[config.mk]
export PLATFORM = sky130hd
export DESIGN_NAME = pcm_quad_port
export DESIGN_NICKNAME = d
export VERILOG_FILES = /design/src/rtl/pcmq_pkg.sv /design/src/rtl/pcmq_frame_ctl.sv /design/src/rtl/pcmq_tx_lane.sv /design/src/rtl/pcmq_rx_lane.sv /design/src/rtl/pcm_quad_port.sv
export SDC_FILE = /design/constraint.sdc
export NUM_CORES = 1
export LEC_CHECK = 0
export ABC_AREA = 1
export BUFFER_PORTS_ARGS = -buffer_cell sky130_fd_sc_hd__buf_2
export CAP_MARGIN = 40
export CELL_PAD_IN_SITES_DETAIL_PLACEMENT = 1
export CELL_PAD_IN_SITES_GLOBAL_PLACEMENT = 1
export CORE_MARGIN = 2
export CORE_UTILIZATION = 40
export CTS_CLUSTER_SIZE = 28
export DETAILED_ROUTE_END_ITERATION = 7
export PLACE_DENSITY = 0.69
export RECOVER_POWER = 25
export SKIP_LAST_GASP = 1
export SYNTH_ARGS = -nofsm -noshare
export SYNTH_HDL_FRONTEND = slang
export SYNTH_SLANG_ARGS = --single-unit
[constraint.sdc]
create_clock -name clk -period 2.28 [get_ports clk]
set_clock_uncertainty 0.2 [all_clocks]
set_input_delay 0.342 -clock clk [delete_from_list [all_inputs] [get_ports clk]]
set_output_delay 0.342 -clock clk [all_outputs]
set_load 0.1 [all_outputs]
[src/rtl/pcmq_pkg.sv]
package pcmq_pkg;
    localparam int unsigned PCMQ_CHANNELS  = 4;
    localparam int unsigned PCMQ_SLOT_BITS = 8;

    typedef enum logic {
        MODE_NARROW = 1'b0,
        MODE_WIDE   = 1'b1
    } pcmq_mode_e;
endpackage

[src/rtl/pcmq_frame_ctl.sv]
module pcmq_frame_ctl #(
    parameter int unsigned CHANNELS  = 4,
    parameter int unsigned SLOT_BITS = 8
) (
    input  logic                clk,
    input  logic                rst_n,
    input  logic                wide_i,
    input  logic [CHANNELS-1:0] sync_i,
    output logic [CHANNELS-1:0] start_o,
    output logic                casc_o
);
    localparam int unsigned FRAME_BITS = CHANNELS * SLOT_BITS;
    localparam int unsigned CW         = $clog2(FRAME_BITS);
    localparam logic [CW-1:0] LAST     = CW'(FRAME_BITS - 1);

    typedef struct packed {
        logic [CHANNELS-1:0] sync;
        logic                run;
        logic [CW-1:0]       cnt;
        logic                casc;
    } frame_t;

    frame_t              s_d, s_q;
    logic [CHANNELS-1:0] rise;

    always_comb begin
        s_d      = s_q;
        s_d.sync = sync_i;
        s_d.casc = 1'b0;
        rise     = sync_i & ~s_q.sync;
        start_o  = '0;
        if (wide_i) begin
            start_o[0] = rise[0];
            for (int k = 1; k < CHANNELS; k++) begin
                if (s_q.run && !rise[0] && s_q.cnt == CW'(k * SLOT_BITS)) begin
                    start_o[k] = 1'b1;
                end
            end
            if (rise[0]) begin
                s_d.run = 1'b1;
                s_d.cnt = CW'(1);
            end else if (s_q.run) begin
                if (s_q.cnt == LAST) begin
                    s_d.run  = 1'b0;
                    s_d.cnt  = '0;
                    s_d.casc = 1'b1;
                end else begin
                    s_d.cnt = s_q.cnt + CW'(1);
                end
            end
        end else begin
            start_o = rise;
            s_d.run = 1'b0;
            s_d.cnt = '0;
        end
    end

    always_ff @(posedge clk or negedge rst_n) begin
        if (!rst_n) begin
            s_q <= '0;
        end else begin
            s_q <= s_d;
        end
    end

    assign casc_o = s_q.casc;
endmodule

[src/rtl/pcmq_tx_lane.sv]
module pcmq_tx_lane #(
    parameter int unsigned SLOT_BITS = 8
) (
    input  logic                 clk,
    input  logic                 rst_n,
    input  logic                 start_i,
    input  logic [SLOT_BITS-1:0] sample_i,
    output logic                 bit_o,
    output logic                 active_o
);
    localparam int unsigned CW   = $clog2(SLOT_BITS);
    localparam logic [CW-1:0] LAST = CW'(SLOT_BITS - 1);

    typedef struct packed {
        logic                 active;
        logic [CW-1:0]        cnt;
        logic [SLOT_BITS-1:0] sh;
    } tx_lane_t;

    tx_lane_t l_d, l_q;

    always_comb begin
        l_d = l_q;
        if (start_i) begin
            l_d.active = 1'b1;
            l_d.cnt    = '0;
            l_d.sh     = sample_i;
        end else if (l_q.active) begin
            l_d.sh  = {l_q.sh[SLOT_BITS-2:0], 1'b0};
            l_d.cnt = l_q.cnt + CW'(1);
            if (l_q.cnt == LAST) begin
                l_d.active = 1'b0;
                l_d.cnt    = '0;
            end
        end
    end

    always_ff @(posedge clk or negedge rst_n) begin
        if (!rst_n) begin
            l_q <= '0;
        end else begin
            l_q <= l_d;
        end
    end

    assign bit_o    = l_q.sh[SLOT_BITS-1];
    assign active_o = l_q.active;
endmodule

[src/rtl/pcmq_rx_lane.sv]
module pcmq_rx_lane #(
    parameter int unsigned SLOT_BITS = 8
) (
    input  logic                 clk,
    input  logic                 rst_n,
    input  logic                 start_i,
    input  logic                 bit_i,
    output logic [SLOT_BITS-1:0] data_o,
    output logic                 valid_o
);
    localparam int unsigned CW   = $clog2(SLOT_BITS);
    localparam logic [CW-1:0] LAST = CW'(SLOT_BITS - 1);

    typedef struct packed {
        logic                 active;
        logic [CW-1:0]        cnt;
        logic [SLOT_BITS-1:0] sh;
        logic [SLOT_BITS-1:0] data;
        logic                 valid;
    } rx_lane_t;

    rx_lane_t l_d, l_q;

    always_comb begin
        l_d       = l_q;
        l_d.valid = 1'b0;
        if (start_i) begin
            l_d.active = 1'b1;
            l_d.cnt    = '0;
        end else if (l_q.active) begin
            l_d.sh  = {l_q.sh[SLOT_BITS-2:0], bit_i};
            l_d.cnt = l_q.cnt + CW'(1);
            if (l_q.cnt == LAST) begin
                l_d.active = 1'b0;
                l_d.cnt    = '0;
                l_d.data   = {l_q.sh[SLOT_BITS-2:0], bit_i};
                l_d.valid  = 1'b1;
            end
        end
    end

    always_ff @(posedge clk or negedge rst_n) begin
        if (!rst_n) begin
            l_q <= '0;
        end else begin
            l_q <= l_d;
        end
    end

    assign data_o  = l_q.data;
    assign valid_o = l_q.valid;
endmodule

[src/rtl/pcm_quad_port.sv]
module pcm_quad_port
    import pcmq_pkg::*;
#(
    parameter int unsigned CHANNELS  = PCMQ_CHANNELS,
    parameter int unsigned SLOT_BITS = PCMQ_SLOT_BITS
) (
    input  logic                          clk,
    input  logic                          rst_n,
    input  logic                          wide_mode,
    input  logic [CHANNELS-1:0]           tx_sync,
    input  logic [CHANNELS-1:0]           rx_sync,
    input  logic [CHANNELS-1:0]           pdn,
    input  logic [CHANNELS*SLOT_BITS-1:0] tx_data,
    input  logic                          sdi,
    output logic                          sdo,
    output logic                          sdo_oe,
    output logic [CHANNELS*SLOT_BITS-1:0] rx_data,
    output logic [CHANNELS-1:0]           rx_valid,
    output logic                          tx_casc,
    output logic                          rx_casc
);
    pcmq_mode_e          mode;
    logic                wide;
    logic [CHANNELS-1:0] tx_start, rx_start;
    logic [CHANNELS-1:0] tx_bit, tx_act;
    logic                sdi_d, sdi_q;

    assign mode  = pcmq_mode_e'(wide_mode);
    assign wide  = (mode == MODE_WIDE);
    assign sdi_d = sdi;

    // receive data is captured on the falling edge, mid-bit
    always_ff @(negedge clk or negedge rst_n) begin
        if (!rst_n) begin
            sdi_q <= 1'b0;
        end else begin
            sdi_q <= sdi_d;
        end
    end

    pcmq_frame_ctl #(.CHANNELS(CHANNELS), .SLOT_BITS(SLOT_BITS)) u_tx_frame (
        .clk(clk), .rst_n(rst_n), .wide_i(wide), .sync_i(tx_sync),
        .start_o(tx_start), .casc_o(tx_casc)
    );

    pcmq_frame_ctl #(.CHANNELS(CHANNELS), .SLOT_BITS(SLOT_BITS)) u_rx_frame (
        .clk(clk), .rst_n(rst_n), .wide_i(wide), .sync_i(rx_sync),
        .start_o(rx_start), .casc_o(rx_casc)
    );

    for (genvar g = 0; g < CHANNELS; g++) begin : g_lane
        pcmq_tx_lane #(.SLOT_BITS(SLOT_BITS)) u_tx (
            .clk(clk), .rst_n(rst_n), .start_i(tx_start[g]),
            .sample_i(tx_data[g*SLOT_BITS +: SLOT_BITS]),
            .bit_o(tx_bit[g]), .active_o(tx_act[g])
        );
        pcmq_rx_lane #(.SLOT_BITS(SLOT_BITS)) u_rx (
            .clk(clk), .rst_n(rst_n), .start_i(rx_start[g]), .bit_i(sdi_q),
            .data_o(rx_data[g*SLOT_BITS +: SLOT_BITS]), .valid_o(rx_valid[g])
        );
    end

    // lowest-numbered active lane owns the pin
    always_comb begin
        sdo    = 1'b0;
        sdo_oe = 1'b0;
        for (int i = CHANNELS - 1; i >= 0; i--) begin
            if (tx_act[i]) begin
                sdo    = tx_bit[i];
                sdo_oe = ~pdn[i];
            end
        end
    end
endmodule

# Word-level counts from Yosys, hierarchy flattened
# Cells that the tools add are included.
word_totals:
  reg_bits: 155
  latch_bits: 0
  ramBits: 0
  romBits: 0
  inputBits: 48
  output_inout_bits: 40
  word_cells: 171
  memories: 0
classes:
  addsub: 10
  mul: 0
  div_mod_pow: 0
  magnitude_cmp: 0
  n_eq_ne: 18
  n_shift: 0
  muxes: 64
  bitwise: 12
  reduce_logical: 26
op_table:
  columns: ["cell", "n"]
  rows:
  - ["two-way mux 12 bit", 8]
  - ["two-way mux 21 bit", 4]
  - ["two-way mux 4 bit", 14]
  - ["two-way mux 9 bit", 4]
  - ["== test 5 bit (second input constant)", 6]
  - ["two-way mux 1 bit", 26]
  - ["adder 3 x 1 -> 3 bit (second input constant)", 8]
  - ["== test 3 bit (second input constant)", 8]
  - ["two-way mux 6 bit", 4]
  - ["nonzero test 2 bit", 8]
  - ["two-way mux 7 bit", 2]
  - ["AND reduction 3 bit", 4]
  - ["adder 5 x 1 -> 5 bit (second input constant)", 2]
  - ["== test 5 x 4 -> 1 bit (second input constant)", 2]
  - ["two-way mux 5 bit", 2]
  - ["AND 4 bit", 2]
  - ["logical AND 1 bit", 8]
  - ["NOT 1 bit", 8]
  - ["NOT 4 bit", 2]
  - ["AND reduction 2 bit", 4]
  - ["inequality test 3 x 1 -> 1 bit (second input constant)", 2]
  - ["logical NOT 1 bit", 2]

# Logic depth before layout (Yosys ltp)
logic_depth:
  depth_word: 9
  mapped_depth: 10
  mapped_depth_nobuf: 9

# Modules after synthesis
# Synthesis repeated with hierarchy kept, for this count alone.
hier_totals:
  cells_unflattened: 793
  hier_area_um2: 7196.9
by_module_without_submodules:
  columns: ["module", "n_inst", "cells_per_inst", "area_per_inst_um2", "seq_area_each_um2"]
  rows:
  - ["pcmq_rx_lane", 4, 97, 922.1, 500.5]
  - ["pcmq_tx_lane", 4, 63, 569.3, 300.3]
  - ["pcmq_frame_ctl", 2, 67, 564.3, 275.3]
  - ["pcm_quad_port", 1, 19, 102.6, 25.0]

==> impl_results.md <==
* Status: finished clean
* Fin Hold WS at 23.3 ps
* Place WS at -18.6 ps
* Total of max-cap violations at 0
* Crit path capture type: flip-flop
* Ports at 88
* Iteration-0 DRC Markers at between 200 and 300
* Core area at 0.0174 mm2
* Number of cell rows at 48
* Starting Density at 41.2%
* Residual DRC at 0
* Final Worst Setup Slack at 106 ps
* EDFF count, synth at 0
* Die Ht at approximately 140 um
* Distinct cells, synth at 36
* Met1 global-route usage at 23.1%
* Final Cell Area at 0.00863 mm2
* Drt pass-1 iters at 4
* Area delta synth->final at 20.4%
* Final Hold Fails at 0
* Die X at 138 um
* LEAKAGE at 0.00442 uW
* Top_reg_cell synth: dfrtp_1
* Wire per inst at roughly 15 um
* Vias in the first global route at 5960
* Pwr/cell area at 1390 mW/mm2
* Routability cong. at 0.794
* Measured slew at the worst slew-check pin at 832 ps
* Tot Pwr at 12000 uW
* Clk buf depth at 2
* Worst-path clk slew at ~60 ps
* Mapped Nets at 843
* Commonest non-fill, non-tap cell in the layout: nand2_1
* Final ANT Viol Nets at 0
* CTS Buf Count at 17
* Top Usage Layer GRT: met2
* Final setup viols at 0
* WL final at 16600 um
* Worst min-delay path category: in -> reg
* Most frequent cells in the layout: nand2_1 (209), dfrtp_1 (148), buf_2 (76)
* Crit-path max FO at 3
* #FFs+latches synth at 151
* PortBufs at 87
* Die area at around 0.019 mm2
* Ys async rst share at 100%
* Sequential cell area at 0.00378 mm2
* Crit-path cells: buf_4, inv_1, o21ai_0
* DR vias/cell at 5.10
* Worst Path Arrival at roughly 2300 ps
* Initial antenna violation count at 0
* Layout cell share with drive strength beyond 1 at roughly 18%
* Global route total overflow at 0
* First-pass GRT wire length at 28000 um
* Buf/Inv on CP at 2
* Routed via count at roughly 5600
* Clock tree sinks at 151
* CP required at 2420 ps
* Antenna Cells at 0
* CP Launch Type: flip-flop
* Placed inst area at 0.00758 mm2
* Post-synthesis sequential area ratio at 52.7%
* Critical setup path kind: reg -> reg
* CTS tree: built
* Peak VDD IR at 1.18 mV
* Fin nets at 938
* Syn avg cell area at ~9 um2
* Fill cells at between 2000 and 2500
* Final Max Slew Viols at 0
* Normalized max-slew margin at 44.6%
* Post-Syn Instances at 773
* RSZ-0062 raised after global routing: no
* CP max stage cell: dfrtn_1
* HPWL Detailed at 10700 um
* Met3 Track Usage GR at 3.98%
* Worst skew pair latency at 430 ps
* Grt met2 use at 31.2%
* Max incr delay on CP at 420 ps
* Multi-input gate area in the final layout at roughly 0.0027 mm2
* Ys Warns at 0
* Largest net degree at the start of global routing at 151
* Worst path top cell family by delay: flip-flops
* CTS HTree Levels at 4
* Clock Tree Root: clkbuf_16
* Syn Std Cell Area at 0.00717 mm2
* GRT Util Overall at 18.4%
metrics by stage:
step	instances	TNS [ps]	util, %
finish	1106	0	49.6
global route	1106	0	49.6
CTS	1104	-26.1	49.6
detailed placement	1031	-36.5	43.5
global placement	1031	0	43.5
floorplan	773	-709	-
final cells by class:
cell class / count / share of cell area [%]
Sequential cell: 151 / 43.8
Multi-Input combinational cell: 491 / 31.2
Timing Repair Buffer: 145 / 11.6
Clock buffer: 21 / 5.22
Tap cell: 225 / 3.26
Inverter: 62 / 2.70
Clock inverter: 11 / 2.26
cell families after synthesis:
group,count (synthesis),share of synthesized area (%)
AND/OR/NAND/NOR,392,27.0
adder cells (fa/ha/maj),22,3.84
multiplexers,7,0.978
flip-flops,151,52.7
AO/OA/AOI/OAI,66,5.18
XOR/XNOR,4,0.489
buffers and inverters,131,9.77
state kept, by name, summed over array words and instances, names as in the netlist:
name                  count
g_lane.u_tx.l_q          40
g_lane.u_rx.valid_o       4
g_lane.u_tx.active_o      4
g_lane.u_tx.bit_o         4
sdi_q                     1
g_lane.u_rx.data_o       32
u_tx_frame.casc_o         1
u_rx_frame.casc_o         1
u_rx_frame.s_q           10
g_lane.u_rx.l_q          44
u_tx_frame.s_q           10
Yosys cell counts, types with 3 or more instances:
| cell type | instances | area, um2 |
|---|---|---|
| a21oi_1 | 18 | 90.1 |
| buf_1 | 3 | 11.3 |
| buf_2 | 11 | 55.1 |
| buf_4 | 42 | 315 |
| buf_6 | 5 | 56.3 |
| clkbuf_1 | 8 | 30.0 |
| clkinv_1 | 3 | 11.3 |
| dfrtp_1 | 150 | 3750 |
| ha_1 | 22 | 275 |
| inv_1 | 56 | 210 |
| inv_2 | 3 | 11.3 |
| mux2i_1 | 7 | 70.1 |
| nand2_1 | 209 | 785 |
| nand2_2 | 5 | 31.3 |
| nand3_1 | 46 | 230 |
| nand3_2 | 7 | 70.1 |
| nand3b_1 | 16 | 120 |
| nand3b_2 | 3 | 33.8 |
| nand4_1 | 74 | 463 |
| nor2_1 | 16 | 60.1 |
| nor2_2 | 3 | 18.8 |
| nor3_1 | 4 | 20.0 |
| o211ai_1 | 9 | 67.6 |
| o21ai_0 | 29 | 145 |
| o22ai_1 | 4 | 25.0 |
| o311ai_0 | 3 | 26.3 |
path summary, 6_finish.rpt:
kind	from	slack, ps	endpoint	cells past startpoint
worst max-delay path	sdi_q$_DFF_NN0_	110	g_lane[0].u_rx.data_o[0]$_DFFE_PN0P_	3
max in group asynchronous	rst_n	510	sdi_q$_DFF_NN0_	2
worst min-delay path	tx_data[17]	20	g_lane[2].u_tx.l_q[1]$_DFFE_PN0P_	5
min in group asynchronous	rst_n	560	g_lane[3].u_rx.data_o[6]$_DFFE_PN0P_	3
worst max register to register	sdi_q$_DFF_NN0_	110	g_lane[0].u_rx.data_o[0]$_DFFE_PN0P_	3
worst min register to register	g_lane[2].u_rx.data_o[2]$_DFFE_PN0P_	260	g_lane[2].u_rx.data_o[2]$_DFFE_PN0P_	2
per-layer routing:
metal,wire (um),share of wire (%),vias up
met2,8260,50,84
li1,-,-,2761
met4,295,1.8,0
met3,469,2.8,21
met1,7570,46,2777
met5,0,0,-
power by group:
group	switching [uW]	leakage (uW)	internal, uW
clock network	1120	0.000316	1980
logic	3330	0.00220	1220
registers	690	0.00191	3610
timing repair:
action	4_1_cts	5_1_grt
buffers inserted	2	2
hold buffers	39	0
gates resized for setup	3	1
endpoints found under the hold margin	188	0
endpoints found under the setup margin	3	1
worst register-to-register path: cells and delay by family, from the launching register on:
family,cells,cell delay (ps)
buffers and inverters,2,180
AOI/OAI and AO/OA,1,170
DFF,1,420
Note: power is estimated with default switching activity, not from simulation.
